--- src/rtl/rtc_div_pkg.sv ---
package rtc_div_pkg;

  localparam int DV_W = 3;
  localparam logic [DV_W-1:0] DV_RUN = 3'b010;

  typedef enum logic [1:0] {
    CHAIN_STOP = 2'd0,
    CHAIN_HOLD = 2'd1,
    CHAIN_RUN  = 2'd2
  } chain_mode_e;

  // Only the exact run pattern counts; 11x holds the chain at zero; the rest freeze it.
  function automatic chain_mode_e decode_dv(input logic [DV_W-1:0] dv);
    if (dv == DV_RUN) return CHAIN_RUN;
    if (dv[2:1] == 2'b11) return CHAIN_HOLD;
    return CHAIN_STOP;
  endfunction

  // Chain bit driven by a nonzero rate code (code 0 selects nothing).
  function automatic int tap_index(input int code);
    if (code == 1) return 6;
    if (code == 2) return 7;
    return code - 2;
  endfunction

endpackage

--- src/rtl/rtc_div_ctrl.sv ---
module rtc_div_ctrl
  import rtc_div_pkg::*;
#(
  parameter int RATE_W = 4
) (
  input  logic              clk,
  input  logic              rst,
  input  logic              wr,
  input  logic [DV_W-1:0]   dv_in,
  input  logic [RATE_W-1:0] rate_in,
  input  logic              sq_en_in,
  input  logic              irq_en_in,
  output logic [DV_W-1:0]   dv_q,
  output logic [RATE_W-1:0] rate_q,
  output logic              sq_en,
  output logic              irq_en,
  output chain_mode_e       mode,
  output logic              load_half
);

  logic [RATE_W-1:0] rate_r = '0;  // power-up value only; reset leaves it alone

  always_ff @(posedge clk) begin
    if (rst) begin
      dv_q   <= '0;
      sq_en  <= 1'b0;
      irq_en <= 1'b0;
    end else if (wr) begin
      dv_q   <= dv_in;
      sq_en  <= sq_en_in;
      irq_en <= irq_en_in;
    end
  end

  always_ff @(posedge clk) begin
    if (wr) rate_r <= rate_in;
  end

  assign rate_q    = rate_r;
  assign mode      = decode_dv(dv_q);
  assign load_half = wr && !rst && (dv_in == DV_RUN) && (dv_q != DV_RUN);

  // reset clears control pattern and enables
  a_r9_reset_clears: assert property (@(posedge clk)
    rst |=> (dv_q == '0 && !sq_en && !irq_en));

  // a write is visible at the readback port on the next cycle
  a_r10_readback: assert property (@(posedge clk) disable iff (rst)
    wr |=> (rate_q == $past(rate_in) && dv_q == $past(dv_in)));

endmodule

--- src/rtl/rtc_div_chain.sv ---
module rtc_div_chain
  import rtc_div_pkg::*;
#(
  parameter int DIV_BITS = 15
) (
  input  logic                clk,
  input  logic                rst,
  input  logic                tick_en,
  input  chain_mode_e         mode,
  input  logic                load_half,
  output logic [DIV_BITS-1:0] cnt,
  output logic                sec_strobe
);

  localparam logic [DIV_BITS-1:0] HALF = DIV_BITS'(1) << (DIV_BITS - 1);

  always_ff @(posedge clk) begin
    sec_strobe <= 1'b0;
    if (rst) begin
      cnt <= '0;
    end else if (load_half) begin
      cnt <= HALF;
    end else begin
      unique case (mode)
        CHAIN_HOLD: cnt <= '0;
        CHAIN_RUN: if (tick_en) begin
          cnt        <= cnt + 1'b1;
          sec_strobe <= &cnt;
        end
        default: cnt <= cnt;
      endcase
    end
  end

  // running chain advances one step per tick
  a_r1_advance: assert property (@(posedge clk) disable iff (rst)
    (mode == CHAIN_RUN && tick_en && !load_half) |=> (cnt == $past(cnt) + 1'b1));

  // hold patterns force the chain to zero
  a_r2_chain_zero: assert property (@(posedge clk) disable iff (rst)
    (mode == CHAIN_HOLD && !load_half) |=> (cnt == '0));

  // stop patterns freeze the chain
  a_r3_freeze: assert property (@(posedge clk) disable iff (rst)
    (mode == CHAIN_STOP && !load_half) |=> $stable(cnt));

  // entering run presets half scale; strobe lasts one cycle
  a_r4_half_preset: assert property (@(posedge clk) disable iff (rst)
    load_half |=> (cnt == HALF));
  a_r4_strobe_pulse: assert property (@(posedge clk) disable iff (rst)
    sec_strobe |=> !sec_strobe);

endmodule

--- src/rtl/rtc_div_tap.sv ---
module rtc_div_tap
  import rtc_div_pkg::*;
#(
  parameter int DIV_BITS = 15,
  parameter int RATE_W   = 4
) (
  input  logic                clk,
  input  logic                rst,
  input  logic [DIV_BITS-1:0] cnt,
  input  logic [RATE_W-1:0]   rate,
  input  logic                sq_en,
  input  logic                irq_en,
  input  logic                irq_ack,
  output logic                sq_out,
  output logic                irq_flag
);

  localparam int N_CODES = 2 ** RATE_W;

  logic [N_CODES-1:0] tap_vec;
  logic               tap;
  logic               tap_d;
  logic               rate_on;
  logic               tap_rise;
  logic               unused_ends;

  for (genvar c = 0; c < N_CODES; c++) begin : g_tap
    if (c == 0) begin : g_off
      assign tap_vec[c] = 1'b0;
    end else begin : g_on
      localparam int TB = tap_index(c);
      assign tap_vec[c] = cnt[TB];
    end
  end

  assign unused_ends = ^{cnt[0], cnt[DIV_BITS-1]};
  assign tap      = tap_vec[rate];
  assign rate_on  = |rate;
  assign tap_rise = irq_en && rate_on && tap && !tap_d;

  always_ff @(posedge clk) begin
    if (rst) begin
      tap_d    <= 1'b0;
      sq_out   <= 1'b0;
      irq_flag <= 1'b0;
    end else begin
      tap_d  <= tap;
      sq_out <= sq_en && rate_on && tap;
      if (tap_rise)     irq_flag <= 1'b1;
      else if (irq_ack) irq_flag <= 1'b0;
    end
  end

  // output quiet when disabled or no tap selected
  a_r6_sq_quiet: assert property (@(posedge clk) disable iff (rst)
    (!sq_en || rate == '0) |=> !sq_out);

  // flag holds until acknowledged
  a_r7_flag_holds: assert property (@(posedge clk) disable iff (rst)
    (irq_flag && !irq_ack) |=> irq_flag);

  // flag never rises while the interrupt enable is clear
  a_r7_no_set_disabled: assert property (@(posedge clk) disable iff (rst)
    (!irq_en && !irq_flag) |=> !irq_flag);

endmodule

--- src/rtl/rtc_rate_divider.sv ---
module rtc_rate_divider
  import rtc_div_pkg::*;
#(
  parameter int DIV_BITS = 15,
  parameter int RATE_W   = 4
) (
  input  logic              clk,
  input  logic              rst,
  input  logic              tick_en,
  input  logic              ctl_wr,
  input  logic [2:0]        ctl_dv,
  input  logic [RATE_W-1:0] ctl_rate,
  input  logic              ctl_sq_en,
  input  logic              ctl_irq_en,
  input  logic              irq_ack,
  output logic [2:0]        dv_q,
  output logic [RATE_W-1:0] rate_q,
  output logic              sq_out,
  output logic              irq_flag,
  output logic              sec_strobe
);

  chain_mode_e         mode;
  logic                load_half;
  logic                sq_en;
  logic                irq_en;
  logic [DIV_BITS-1:0] cnt;

  rtc_div_ctrl #(.RATE_W(RATE_W)) i_ctrl (
    .clk       (clk),
    .rst       (rst),
    .wr        (ctl_wr),
    .dv_in     (ctl_dv),
    .rate_in   (ctl_rate),
    .sq_en_in  (ctl_sq_en),
    .irq_en_in (ctl_irq_en),
    .dv_q      (dv_q),
    .rate_q    (rate_q),
    .sq_en     (sq_en),
    .irq_en    (irq_en),
    .mode      (mode),
    .load_half (load_half)
  );

  rtc_div_chain #(.DIV_BITS(DIV_BITS)) i_chain (
    .clk        (clk),
    .rst        (rst),
    .tick_en    (tick_en),
    .mode       (mode),
    .load_half  (load_half),
    .cnt        (cnt),
    .sec_strobe (sec_strobe)
  );

  rtc_div_tap #(.DIV_BITS(DIV_BITS), .RATE_W(RATE_W)) i_tap (
    .clk      (clk),
    .rst      (rst),
    .cnt      (cnt),
    .rate     (rate_q),
    .sq_en    (sq_en),
    .irq_en   (irq_en),
    .irq_ack  (irq_ack),
    .sq_out   (sq_out),
    .irq_flag (irq_flag)
  );

endmodule

--- config.mk ---
export PLATFORM = sky130hd
export DESIGN_NAME = rtc_rate_divider
export DESIGN_NICKNAME = d
export VERILOG_FILES = /design/src/rtl/rtc_div_pkg.sv /design/src/rtl/rtc_div_ctrl.sv /design/src/rtl/rtc_div_chain.sv /design/src/rtl/rtc_div_tap.sv /design/src/rtl/rtc_rate_divider.sv
export SDC_FILE = /design/constraint.sdc
export NUM_CORES = 1
export LEC_CHECK = 0
export BUFFER_PORTS_ARGS = -buffer_cell sky130_fd_sc_hd__buf_2
export CAP_MARGIN = 30
export CORE_UTILIZATION = 55
export CTS_BUF_LIST = sky130_fd_sc_hd__clkbuf_8
export DETAILED_ROUTE_END_ITERATION = 12
export PLACE_DENSITY = 0.86
export SLEW_MARGIN = 30
export SYNTH_ARGS = -nofsm -noshare
export SYNTH_HDL_FRONTEND = slang
export SYNTH_SLANG_ARGS = --single-unit
export TNS_END_PERCENT = 30
--- constraint.sdc ---
create_clock -name clk -period 1.84 [get_ports clk]
set_clock_uncertainty 0.05 [all_clocks]
set_input_delay 0.184 -clock clk [delete_from_list [all_inputs] [get_ports clk]]
set_output_delay 0.184 -clock clk [all_outputs]
set_load 0.01 [all_outputs]
# Yosys cells after proc, flatten, opt, wreduce, memory -nomap -nowiden
# Index checks and enable logic that the tools add are counted.
[totals]
mem_bits_rw = 0
register_bits = 28
out_inout_bits = 10
mem_bits_ro = 0
n_memories = 0
latch_bits = 0
[op_classes]
magnitude_cmp = 1
div = 0
n_addsub = 1
n_reduce_logical = 19
eq_ne = 8
n_bitwise = 2
shifts = 0
mul = 0
n_mux = 14
[ops]
columns = ["op", "n"]
rows = [
  ["2-to-1 mux 15 bit", 2],
  ["case mux 15 bit (2 select lines)", 1],
  ["adder 15 x 1 -> 15 bit, second input constant", 1],
  ["AND reduction 15 bit", 1],
  ["logical AND 1 bit", 8],
  ["2-to-1 mux 2 bit", 4],
  ["OR reduction 4 bit", 2],
  ["equality test 3 x 2 -> 1 bit, second input constant", 2],
  ["2-to-1 mux 1 bit", 6],
  ["inequality test 3 x 2 -> 1 bit, second input constant", 2],
  ["less-than comparator 4 x 5 -> 1 bit, second input constant", 1],
  ["binary-select mux 1 bit (select 4 bit)", 1],
  ["equality test 2 bit, second input constant", 2],
  ["AND reduction 2 bit", 2],
  ["nonzero test 2 bit", 2],
  ["nonzero test 3 bit", 1],
  ["equality test 2 x 1 -> 1 bit, second input constant", 1],
  ["logical NOT 1 bit", 2],
  ["inequality test 2 bit, second input constant", 1],
  ["NOT 1 bit", 2],
  ["OR reduction 2 bit", 1],
]

# Logic depth before layout (Yosys ltp)
# Gate-level depths: netlist (run 1).
[depth]
depth_word = 8
ltp_mapped = 7
depth_no_buf = 6

# Modules after synthesis
# A second synthesis (run 1) with hierarchy kept.
[hier_totals]
hier_cells = 153
area_unflattened_um2 = 1468.9
[by_module_without_submodules]
columns = ["module", "instances", "area_each_um2", "cells_per_inst"]
rows = [
  ["rtc_div_chain", 1, 830.8, 96],
  ["rtc_div_ctrl", 1, 340.3, 24],
  ["rtc_div_tap", 1, 297.8, 33],
]

# Worst setup path after synthesis (run 1)
# OpenSTA, ideal clock, no wires.
[synth_timing]
kind = "register to register"
startpoint = "register i_ctrl.rate_r[0] (netlist: i_ctrl.rate_q[0])"
endpoint = "register i_tap.irq_flag"
arrival_ns = 1.495
slack_ns = 0.178
synth_period_minus_slack_ns = 1.662
stages_incl_launch_ff = 6
cell_sequence = "edfxtp_1 buf_6 mux4_2 nor2b_2 o22ai_2 a32o_1"
[synth_via]
elab_chain_len = 5
[synth_rtl]
columns = ["item", "line_no", "source"]
rows = [
  ["from (decl)", "rtc_div_ctrl.sv:21", "logic [RATE_W-1:0] rate_r = '0;"],
  ["from (signal assigned)", "rtc_div_ctrl.sv:36", "if (wr) rate_r <= rate_in;"],
  ["binary-select mux 1 bit (select 4 bit) or OR reduction 4 bit (tied branches)", "rtc_div_tap.sv:37, rtc_div_tap.sv:38", ""],
  ["2-to-1 mux 1 bit (not written as such) or logical AND 1 bit (tied branches)", "rtc_div_tap.sv:37, rtc_div_tap.sv:39", ""],
  ["logical AND 1 bit (*) (2 in a row)", "rtc_div_tap.sv:39", "assign tap_rise = irq_en && rate_on && tap && !tap_d;"],
  ["2-to-1 mux 1 bit or nonzero test 2 bit (tied branches)", "n/a", ""],
  ["to (signal assigned)", "rtc_div_tap.sv:45", "irq_flag <= 1'b0;"],
  ["to (signal assigned)", "rtc_div_tap.sv:49", "if (tap_rise) irq_flag <= 1'b1;"],
  ["to (signal assigned)", "rtc_div_tap.sv:50", "else if (irq_ack) irq_flag <= 1'b0;"],
  ["to (decl)", "rtc_div_tap.sv:15", "output logic irq_flag"],
]
# Every way passes the cells marked *; elsewhere a longest branch is shown, timed or not. The select of a mux whose other input is x is not followed.
# A chain may end at the register's enable or synchronous reset.

# Worst setup path after layout (run 1)
[layout_timing]
startpoint = "register i_chain.cnt[1]"
endpoint = "register i_chain.cnt[14]"
[layout_via]
elab_chain_len = 4
[layout_rtl]
columns = ["item", "line_no", "source"]
rows = [
  ["from (decl)", "rtc_div_chain.sv:11", "output logic [DIV_BITS-1:0] cnt,"],
  ["from (signal assigned)", "rtc_div_chain.sv:27", "cnt <= cnt + 1'b1;"],
  ["from (signal assigned)", "rtc_div_chain.sv:30", "default: cnt <= cnt;"],
  ["adder 15 x 1 -> 15 bit", "rtc_div_chain.sv:27", ""],
  ["2-to-1 mux 15 bit", "rtc_div_chain.sv:26", "CHAIN_RUN: if (tick_en) begin"],
  ["case mux 15 bit (2 select lines)", "rtc_div_chain.sv:24", "unique case (mode)"],
  ["2-to-1 mux 15 bit", "rtc_div_chain.sv:21", "end else if (load_half) begin"],
]
# No other way between the ends. The select of a mux whose other input is x is not followed.

==> results of run 1 <==
==> power groups by stage <==
stage                     combinational, W  sequential [W]  clock [W]
after floorplan                  0.0000624        0.000670          0
after global placement           0.0000907        0.000673          0
after detailed placement         0.0000953        0.000676          0
after CTS                        0.0000959        0.000662   0.000492
after global routing              0.000107        0.000664   0.000506
final                             0.000100        0.000661   0.000476
==> cell usage in the layout, fill, tap and decap left out, types with 2 or more instances in the layout <==
cell type / instances
mux2i_1: 8
a21oi_1: 3
nor2_1: 30
buf_4: 4
inv_1: 4
buf_2: 23
xor2_1: 4
nor3_1: 4
o21ai_0: 2
o2111ai_1: 2
nand4_1: 3
dfxtp_1: 24
nand2_1: 12
clkbuf_8: 3
and3_1: 2
xnor2_1: 9
nand4b_1: 2
edfxtp_1: 4
==> worst max-delay path: cells and delay by family, from the launching register on <==
kind            cells  cell delay, ns
simple gates        2            0.50
compound gates      2            0.34
flops               1            0.40
xor+xnor            1            0.12
fa+ha+maj           1            0.22
==> per-layer routing <==
| metal | track usage | vias up |
|---|---|---|
| met2 | 0.3778 | 35 |
| met1 | 0.2697 | 508 |
| li1 | - | 533 |
| met3 | 0.03636 | 12 |
| met4 | 0.1481 | 0 |
| met5 | 0 | - |
==> cell type report <==
type                            count  share of cell area
Multi-Input combinational cell    103              0.4320
Timing Repair Buffer               27             0.09508
Sequential cell                    28              0.3934
Clock buffer                        3             0.02705
Inverter                            4            0.009836
Clock inverter                      1             0.01967
Tap cell                           28             0.02295
==> worst max path at each step <==
stage	from	endpoint	slack [ns]	cells past startpoint
6_report	i_chain.cnt[1]	i_chain.cnt[14]	0.12	6
5_1_grt	i_chain.cnt[1]	i_chain.cnt[14]	0.004	6
4_1_cts	i_ctrl.rate_q[0]	i_tap.irq_flag	0.09	4
3_3_place_gp	i_ctrl.rate_q[0]	i_tap.irq_flag	0.17	4
2_1_floorplan	i_ctrl.rate_q[0]	i_tap.irq_flag	0.18	5
3_5_place_dp	i_ctrl.rate_q[0]	i_tap.irq_flag	0.11	4
==> timing repair <==
action / CTS / global route
setup endpoints to repair: 0 / 1
resized for setup: 0 / 0
hold buffers: 0 / 0
buffers inserted: 0 / 1
endpoints found under the hold margin: 0 / 0
==> kinds of logic after synthesis <==
logic type,Yosys count,synth area share
compound gates,15,0.08692
buf+inv,10,0.03820
mux,9,0.07832
fa+ha+maj,1,0.009550
flops,28,0.4585
xor+xnor,13,0.08692
simple gates,65,0.2417
==> sequential cells by signal (all words and copies together) (netlist names) <==
signal,flops
i_tap.irq_flag,1
i_tap.tap_d,1
i_ctrl.rate_q,4
i_ctrl.dv_q,3
i_ctrl.irq_en,1
i_chain.cnt,15
i_chain.sec_strobe,1
i_ctrl.sq_en,1
i_tap.sq_out,1
==> per-stage QoR <==
stage | setup WS, ns | std cells
after floorplan | 0.1780 | 141
final | 0.1193 | 194
after CTS | 0.09221 | 193
after global placement | 0.1713 | 189
after detailed placement | 0.1064 | 189
after global routing | 0.004280 | 194
==> flow_summary.json, run 1 <==
{
  "worstSetupPathType": "register to register",
  "async_flop_share": 0,
  "setup-tns-final_ns": 0,
  "clockPowerShare": 0.385,
  "pwr-share-comb": 0.081,
  "reg2reg_depth": 6,
  "coreArea_um2": 2233,
  "cts_max_path_buffers": 2,
  "die_h_um": 50.81,
  "dpl_cell_area_um2": 1448,
  "synthCells": 141,
  "drive_above_1_share": 0.2169,
  "power_w": 0.001237,
  "overflow": 0,
  "cts_made_buffers": 3,
  "wl_per_cell_um": 14.31,
  "holdWs_ns": 0.02632,
  "p_leak_nw": 0.6133,
  "grt_pass1_vias": 999,
  "grt_max_degree": 17,
  "yosysMostFrequentCell": "nor2_1",
  "tightest_slew_ns": 0.4429,
  "grt_usage": 0.2277,
  "yosysWarningCount": 0,
  "worstHoldEndpoint": "i_ctrl.rate_q[0]",
  "crit_chain": "ha_1 -> and2_1 -> o2111ai_1 -> nor3_1 -> xor2_1 -> a22o_1",
  "ys_types": 41,
  "path_clk_slew_ns": 0.09,
  "met1_length_um": 1218,
  "area_delta_synth_final_pct": 16.52,
  "max_freq_mhz": 581.2,
  "critPathSlowestCell": "dfxtp_1",
  "ir_worst_vdd_mv": 0.7041,
  "cts_sinks": 28,
  "dr_wl_met3_um": 103,
  "cap_violations": 0,
  "holdCritPathClass": "input port to register",
  "status": "completed",
  "dieArea_um2": 2581,
  "root_buffer": "clkbuf_8",
  "fill_cells": 187,
  "multi_input_area_um2": 659.4,
  "synth_top_area_cell": "dfxtp_1",
  "setup_viol": 0,
  "syn_avg_cell_area_um2": 9.291,
  "min_period_ns": 1.721,
  "cts_tree": "yes",
  "first_pass_iters": 4,
  "holdPathStages": 1,
  "relSlewSlack": 0.7044,
  "drt_iter0_drc": 24,
  "postLayoutCellArea_um2": 1526,
  "r2r_slack_ns": 0.12,
  "syn_nets": 156,
  "antennaDiodeCount": 0,
  "drc": 0,
  "switchingPower_w": 0.0002587,
  "dp_hpwl_um": 2085,
  "powerDensity_nw_per_um2": 810.1,
  "finalCritPeriodShare": 0.9351,
  "switching_share": 0.2092,
  "nNetsFinal": 182,
  "worstSetupStartpointType": "register",
  "ys_top_cells_by_area": "dfxtp_1, edfxtp_1, nor2_1",
  "ys_ff_latch": 28,
  "p_int_w": 0.0009779,
  "cp_max_fo": 4,
  "arrival_ns": 1.85,
  "reg2reg_from": "i_chain.cnt[1]",
  "ys_seq_area_frac": 0.4585,
  "cpPeakStageDelay_ns": 0.40,
  "h-tree-depth": 1,
  "synth.top_cell.area_share": 0.3668,
  "grt_pass1_wl_um": 4291,
  "fin_util": 0.6835,
  "synth_edf_count": 4,
  "synthTopCellsByCount": "nor2_1, dfxtp_1, nand2_1",
  "cp_data_required_time_ns": 1.96,
  "hold_violations": 0,
  "synthFlopType": "dfxtp_1",
  "vias": 1088,
  "cp-end-kind": "register",
  "slew_viol_final": 0,
  "rows": 17,
  "wirelength_um": 2777,
  "rsz0062_at_grt": "no",
  "ios": 24,
  "clock_latency_ns": 0.27,
  "hold_start": "ctl_rate[0]",
  "vias_per_cell": 5.608,
  "seqCellArea_um2": 600.6,
  "start_util": 0.5866,
  "top_layer_used": "met4",
  "pwr-share-seq": 0.534,
  "syn_area_um2": 1310,
  "gp_routability_congestion": 0.8752,
  "antenna_found_initial": 0,
  "r2r_end": "i_chain.cnt[14]",
  "io_buffers": 23,
  "die_x_um": 50.81,
  "met2WireLength_um": 1359,
  "drtAntennaViolNets": 0
}
(Power assumes the default switching activity.)
==> run 2: changes to the inputs <==
- CELL_PAD_IN_SITES_DETAIL_PLACEMENT: unset -> 1
- CELL_PAD_IN_SITES_GLOBAL_PLACEMENT: unset -> 2
- CORE_UTILIZATION: 55 -> 34
- GPL_TIMING_DRIVEN: unset -> 0
==> run 2 against run 1 <==
Net effect: hold slack worse by 0.0021 ns; routed wire length grew 7.9%; register-to-register slack barely moved; global-route usage is 6.5 points lower; non-clock buffer count rose by 2; die area increased by 59%; first-iteration DRC count is 38% higher; clock power rose by 2%; flip-flop and latch count stayed put; combinational power increased by 11%; via count shrank 1.0%; utilization fell by 26 points.
==> flow_summary.json, run 2 (synthesis gave the netlist of run 1 again) <==
{
  "min_period_ns": 1.717,
  "largest_reg_flops": 15,
  "worstSetupStartpointType": "register",
  "ir_worst_vdd_mv": 0.2758,
  "fin_util": 0.4250,
  "cts_max_path_buffers": 2,
  "cap_violations": 0,
  "drtAntennaViolNets": 0,
  "postLayoutCellArea_um2": 1568,
  "top_layer_used": "met4",
  "clock_latency_ns": 0.28,
  "final_common_cell": "nor2_1",
  "grt_pass1_vias": 1107,
  "hold_violations": 0,
  "grt_max_degree": 17,
  "ios": 24,
  "slew_viol_final": 0,
  "cts_tree": "yes",
  "critPathBufInv": 0,
  "power_w": 0.001248,
  "relSlewSlack": 0.6585,
  "antenna_found_initial": 0,
  "vias": 1077,
  "cts_hold_buffers": 0,
  "powerDensity_nw_per_um2": 796.2,
  "cp-end-kind": "register",
  "status": "completed",
  "antennaDiodeCount": 0,
  "rsz0062_at_grt": "no",
  "root_buffer": "clkbuf_8",
  "crit_family": "compound AO/OA/AOI/OAI gates",
  "cts_made_buffers": 3,
  "path_clk_slew_ns": 0.10,
  "setup_viol": 0,
  "met1_length_um": 1362,
  "top_register": "i_chain.cnt",
  "worstSetupPathType": "register to register",
  "drive_above_1_share": 0.2321,
  "holdWs_ns": 0.02420,
  "gp_routability_congestion": 0.7432,
  "vias_per_cell": 4.986,
  "cts_sinks": 28,
  "met2WireLength_um": 1527,
  "overflow": 0,
  "wl_per_cell_um": 13.87,
  "finalCritPeriodShare": 0.9333,
  "die_h_um": 64.07,
  "drt_iter0_drc": 33,
  "wirelength_um": 2996,
  "first_pass_iters": 4,
  "area_delta_synth_final_pct": 19.68,
  "arrival_ns": 1.85,
  "grt_pass1_wl_um": 5140,
  "fill_cells": 460,
  "dp_hpwl_um": 2338,
  "critPathSlowestCell": "dfxtp_1",
  "h-tree-depth": 1,
  "cp_data_required_time_ns": 1.97,
  "cp_max_fo": 5,
  "rows": 22,
  "nNetsFinal": 184,
  "crit_chain": "ha_1 -> and2_1 -> o2111ai_2 -> nor3_2 -> xor2_1 -> a22o_1",
  "die_x_um": 64.07,
  "dieArea_um2": 4105,
  "dpl_cell_area_um2": 1485,
  "cts_setup_buffers": 0,
  "drc": 0,
  "io_buffers": 23,
  "holdCritPathClass": "input port to register",
  "cpPeakStageDelay_ns": 0.41,
  "p_leak_nw": 0.6183,
  "start_util": 0.3552,
  "tightest_slew_ns": 0.5118,
  "max_freq_mhz": 582.3,
  "coreArea_um2": 3689,
  "dr_wl_met3_um": 71,
  "grt_usage": 0.1627,
  "most-common-layout-cells": "nor2_1, buf_2, dfxtp_1"
}
[run 2: changes by cell type in the layout (fill, tap and decap cells not counted)]
cell,before,now
clkbuf_1,0,1
buf_4,4,0
buf_2,23,25
nor3_2,0,1
o2111ai_1,2,1
nor3_1,4,3
clkbuf_2,0,2
buf_6,0,1
o2111ai_2,0,1
[run 2: where the power goes]
group / internal, W / switching (W)
logic: 0.0000505 / 0.0000609
clock network: 0.000291 / 0.000192
registers: 0.000638 / 0.0000154
total: 0.000980 / 0.000268
[run 2: path summary, 6_finish.rpt]
path                   from                to  slack, ns  cells past startpoint
min reg2reg    i_ctrl.sq_en      i_tap.sq_out       0.43                      1
max          i_chain.cnt[1]   i_chain.cnt[14]       0.12                      6
max reg2reg  i_chain.cnt[1]   i_chain.cnt[14]       0.12                      6
min             ctl_rate[3]  i_ctrl.rate_q[3]       0.02                      1
[run 2: per-layer routing]
layer	vias to the layer above	GRT usage
met2	13	0.2832
met1	520	0.1998
met4	0	0.05966
li1	540	-
met5	-	0
met3	4	0.02679
[run 2: timing repair]
item | 4_1_cts | 5_1_grt
setup endpoints to repair | 1 | 1
pin swaps | 0 | 0
resized for setup | 1 | 1
[run 2: through the flow]
stage	setup WS, ns	instances	TNS, ns
4_1_cts	0.05265	216	0
3_5_place_dp	-0.01418	212	-0.01418
5_1_grt	0.02440	216	0
2_1_floorplan	0.1780	141	0
6_report	0.1227	216	0
3_3_place_gp	0.04094	212	0
[run 2: cell type report]
type,instances,area [µm²],area share
Buffer,6,35.03,0.02235
Clock buffer,3,41.29,0.02634
Clock inverter,1,30.03,0.01915
Inverter,4,15.01,0.009577
Multi-Input combinational cell,103,670.6,0.4278
Sequential cell,28,600.6,0.3831
Tap cell,48,60.06,0.03831
Timing Repair Buffer,23,115.1,0.07342
==> run 3: changes to the inputs <==
- CELL_PAD_IN_SITES_DETAIL_PLACEMENT: 1 -> 0
==> run 3 against run 2 <==
Net effect: flip-flop and latch count unchanged; sequential power about the same; first-iteration DRC count up 150%; combinational power about the same; total power down 0.34%; cell area unchanged; maximum frequency up 0.31%; global-route usage down 1.3 points; non-clock buffer count unchanged; die area unchanged.
==> flow_summary.json, run 3 (synthesis gave the netlist of run 1 again) <==
{
  "rows": 22,
  "dp_hpwl_um": 2043,
  "cts_setup_buffers": 0,
  "switchingPower_w": 0.0002642,
  "wirelength_um": 2721,
  "cts_resized": 0,
  "tightest_slew_ns": 0.4729,
  "max_freq_mhz": 584.1,
  "path_clk_slew_ns": 0.10,
  "cts_made_buffers": 3,
  "wl_per_cell_um": 12.60,
  "nNetsFinal": 184,
  "met1_length_um": 1340,
  "hold_start": "ctl_rate[2]",
  "largest_reg_flops": 15,
  "setup_viol": 0,
  "clockPowerShare": 0.386,
  "clock_latency_ns": 0.27,
  "pwr-share-comb": 0.089,
  "drc": 0,
  "root_buffer": "clkbuf_8",
  "switching_share": 0.2124,
  "ir_worst_vdd_mv": 0.2810,
  "holdPathStages": 1,
  "cp_data_required_time_ns": 1.96,
  "vias": 1043,
  "r2r_slack_ns": 0.13,
  "drive_above_1_share": 0.2321,
  "fill_cells": 392,
  "die_x_um": 64.07,
  "status": "completed",
  "cts_max_path_buffers": 2,
  "p_int_w": 0.0009797,
  "reg2reg_depth": 5,
  "gp_routability_congestion": 0.7432,
  "h-tree-depth": 1,
  "powerDensity_nw_per_um2": 793.5,
  "power_w": 0.001244,
  "arrival_ns": 1.84,
  "slew_viol_final": 0,
  "cap_violations": 0,
  "rsz0062_at_grt": "no",
  "antennaDiodeCount": 0,
  "holdCritPathClass": "input port to register",
  "p_leak_nw": 0.6183,
  "min_period_ns": 1.712,
  "die_h_um": 64.07,
  "overflow": 0,
  "drtAntennaViolNets": 0,
  "pwr-share-seq": 0.525,
  "cp_max_fo": 8,
  "drt_iter0_drc": 82,
  "reg2reg_from": "i_ctrl.rate_q[1]",
  "worstHoldEndpoint": "i_ctrl.rate_q[2]",
  "area_delta_synth_final_pct": 19.68,
  "r2r_end": "i_tap.irq_flag",
  "grt_pass1_wl_um": 4740,
  "grt_usage": 0.1497,
  "most-common-layout-cells": "nor2_1, buf_2, dfxtp_1",
  "met2WireLength_um": 1296,
  "grt_pass1_vias": 1067,
  "first_pass_iters": 6,
  "cts_tree": "yes",
  "dieArea_um2": 4105,
  "setup-tns-final_ns": 0,
  "cp-end-kind": "register",
  "grt_max_degree": 17,
  "top_register": "i_chain.cnt",
  "coreArea_um2": 3689,
  "vias_per_cell": 4.829,
  "cts_sinks": 28,
  "worstSetupStartpointType": "register",
  "top_layer_used": "met4",
  "start_util": 0.3552,
  "final_common_cell": "nor2_1",
  "cts_hold_buffers": 0,
  "fin_util": 0.4250,
  "antenna_found_initial": 0,
  "worstSetupPathType": "register to register",
  "finalCritPeriodShare": 0.9304,
  "hold_violations": 0,
  "io_buffers": 23,
  "ios": 24,
  "dr_wl_met3_um": 69,
  "relSlewSlack": 0.6844
}
==> run 3: worst max path at each step <==
stage                           from         endpoint  slack, ns
floorplan           i_ctrl.rate_q[0]   i_tap.irq_flag       0.18
global placement      i_chain.cnt[1]  i_chain.cnt[14]       0.04
detailed placement    i_chain.cnt[1]  i_chain.cnt[14]       0.05
CTS                   i_chain.cnt[1]  i_chain.cnt[14]       0.02
global route        i_ctrl.rate_q[1]   i_tap.irq_flag      0.008
finish              i_ctrl.rate_q[1]   i_tap.irq_flag       0.13
==> run 3: critical path: stages (launching register included) <==
cell,delay [ns]
edfxtp_1,0.39
clkbuf_2,0.17
and2b_2,0.21
a221oi_1,0.35
o22ai_2,0.16
a32o_1,0.28
==> run 3: power by group through the flow <==
stage	sequential (W)	clock (W)	combinational (W)
global placement	0.000667	0	0.000108
CTS	0.000653	0.000497	0.000111
detailed placement	0.000667	0	0.000110
finish	0.000653	0.000481	0.000110
global route	0.000656	0.000526	0.000122
floorplan	0.000670	0	0.0000624
==> run 3: layout make-up <==
type	instances	area (µm²)	share of cell area
clock buffer	3	41.29	0.02634
buffer	6	35.03	0.02235
tap	48	60.06	0.03831
multi-input combinational	103	670.6	0.4278
inverter	4	15.01	0.009577
sequential	28	600.6	0.3831
timing repair buffer	23	115.1	0.07342
clock inverter	1	30.03	0.01915
==> run 3: stage by stage <==
step                      worst slack (ns)  hold WS [ns]  area, µm²  instances
after floorplan                     0.1780        0.2329       1310        141
after global placement             0.04094        0.3110       1485        212
after detailed placement           0.05475        0.3124       1485        212
after CTS                          0.02351       0.01761       1556        216
after global routing              0.008363      0.005287       1568        216
final                               0.1280       0.02835       1568        216
==> run 3: layer usage <==
layer,global-route usage,up-vias
met2,0.2487,12
li1,-,538
met1,0.1907,491
met5,0,-
met3,0.03750,2
met4,0.04261,0
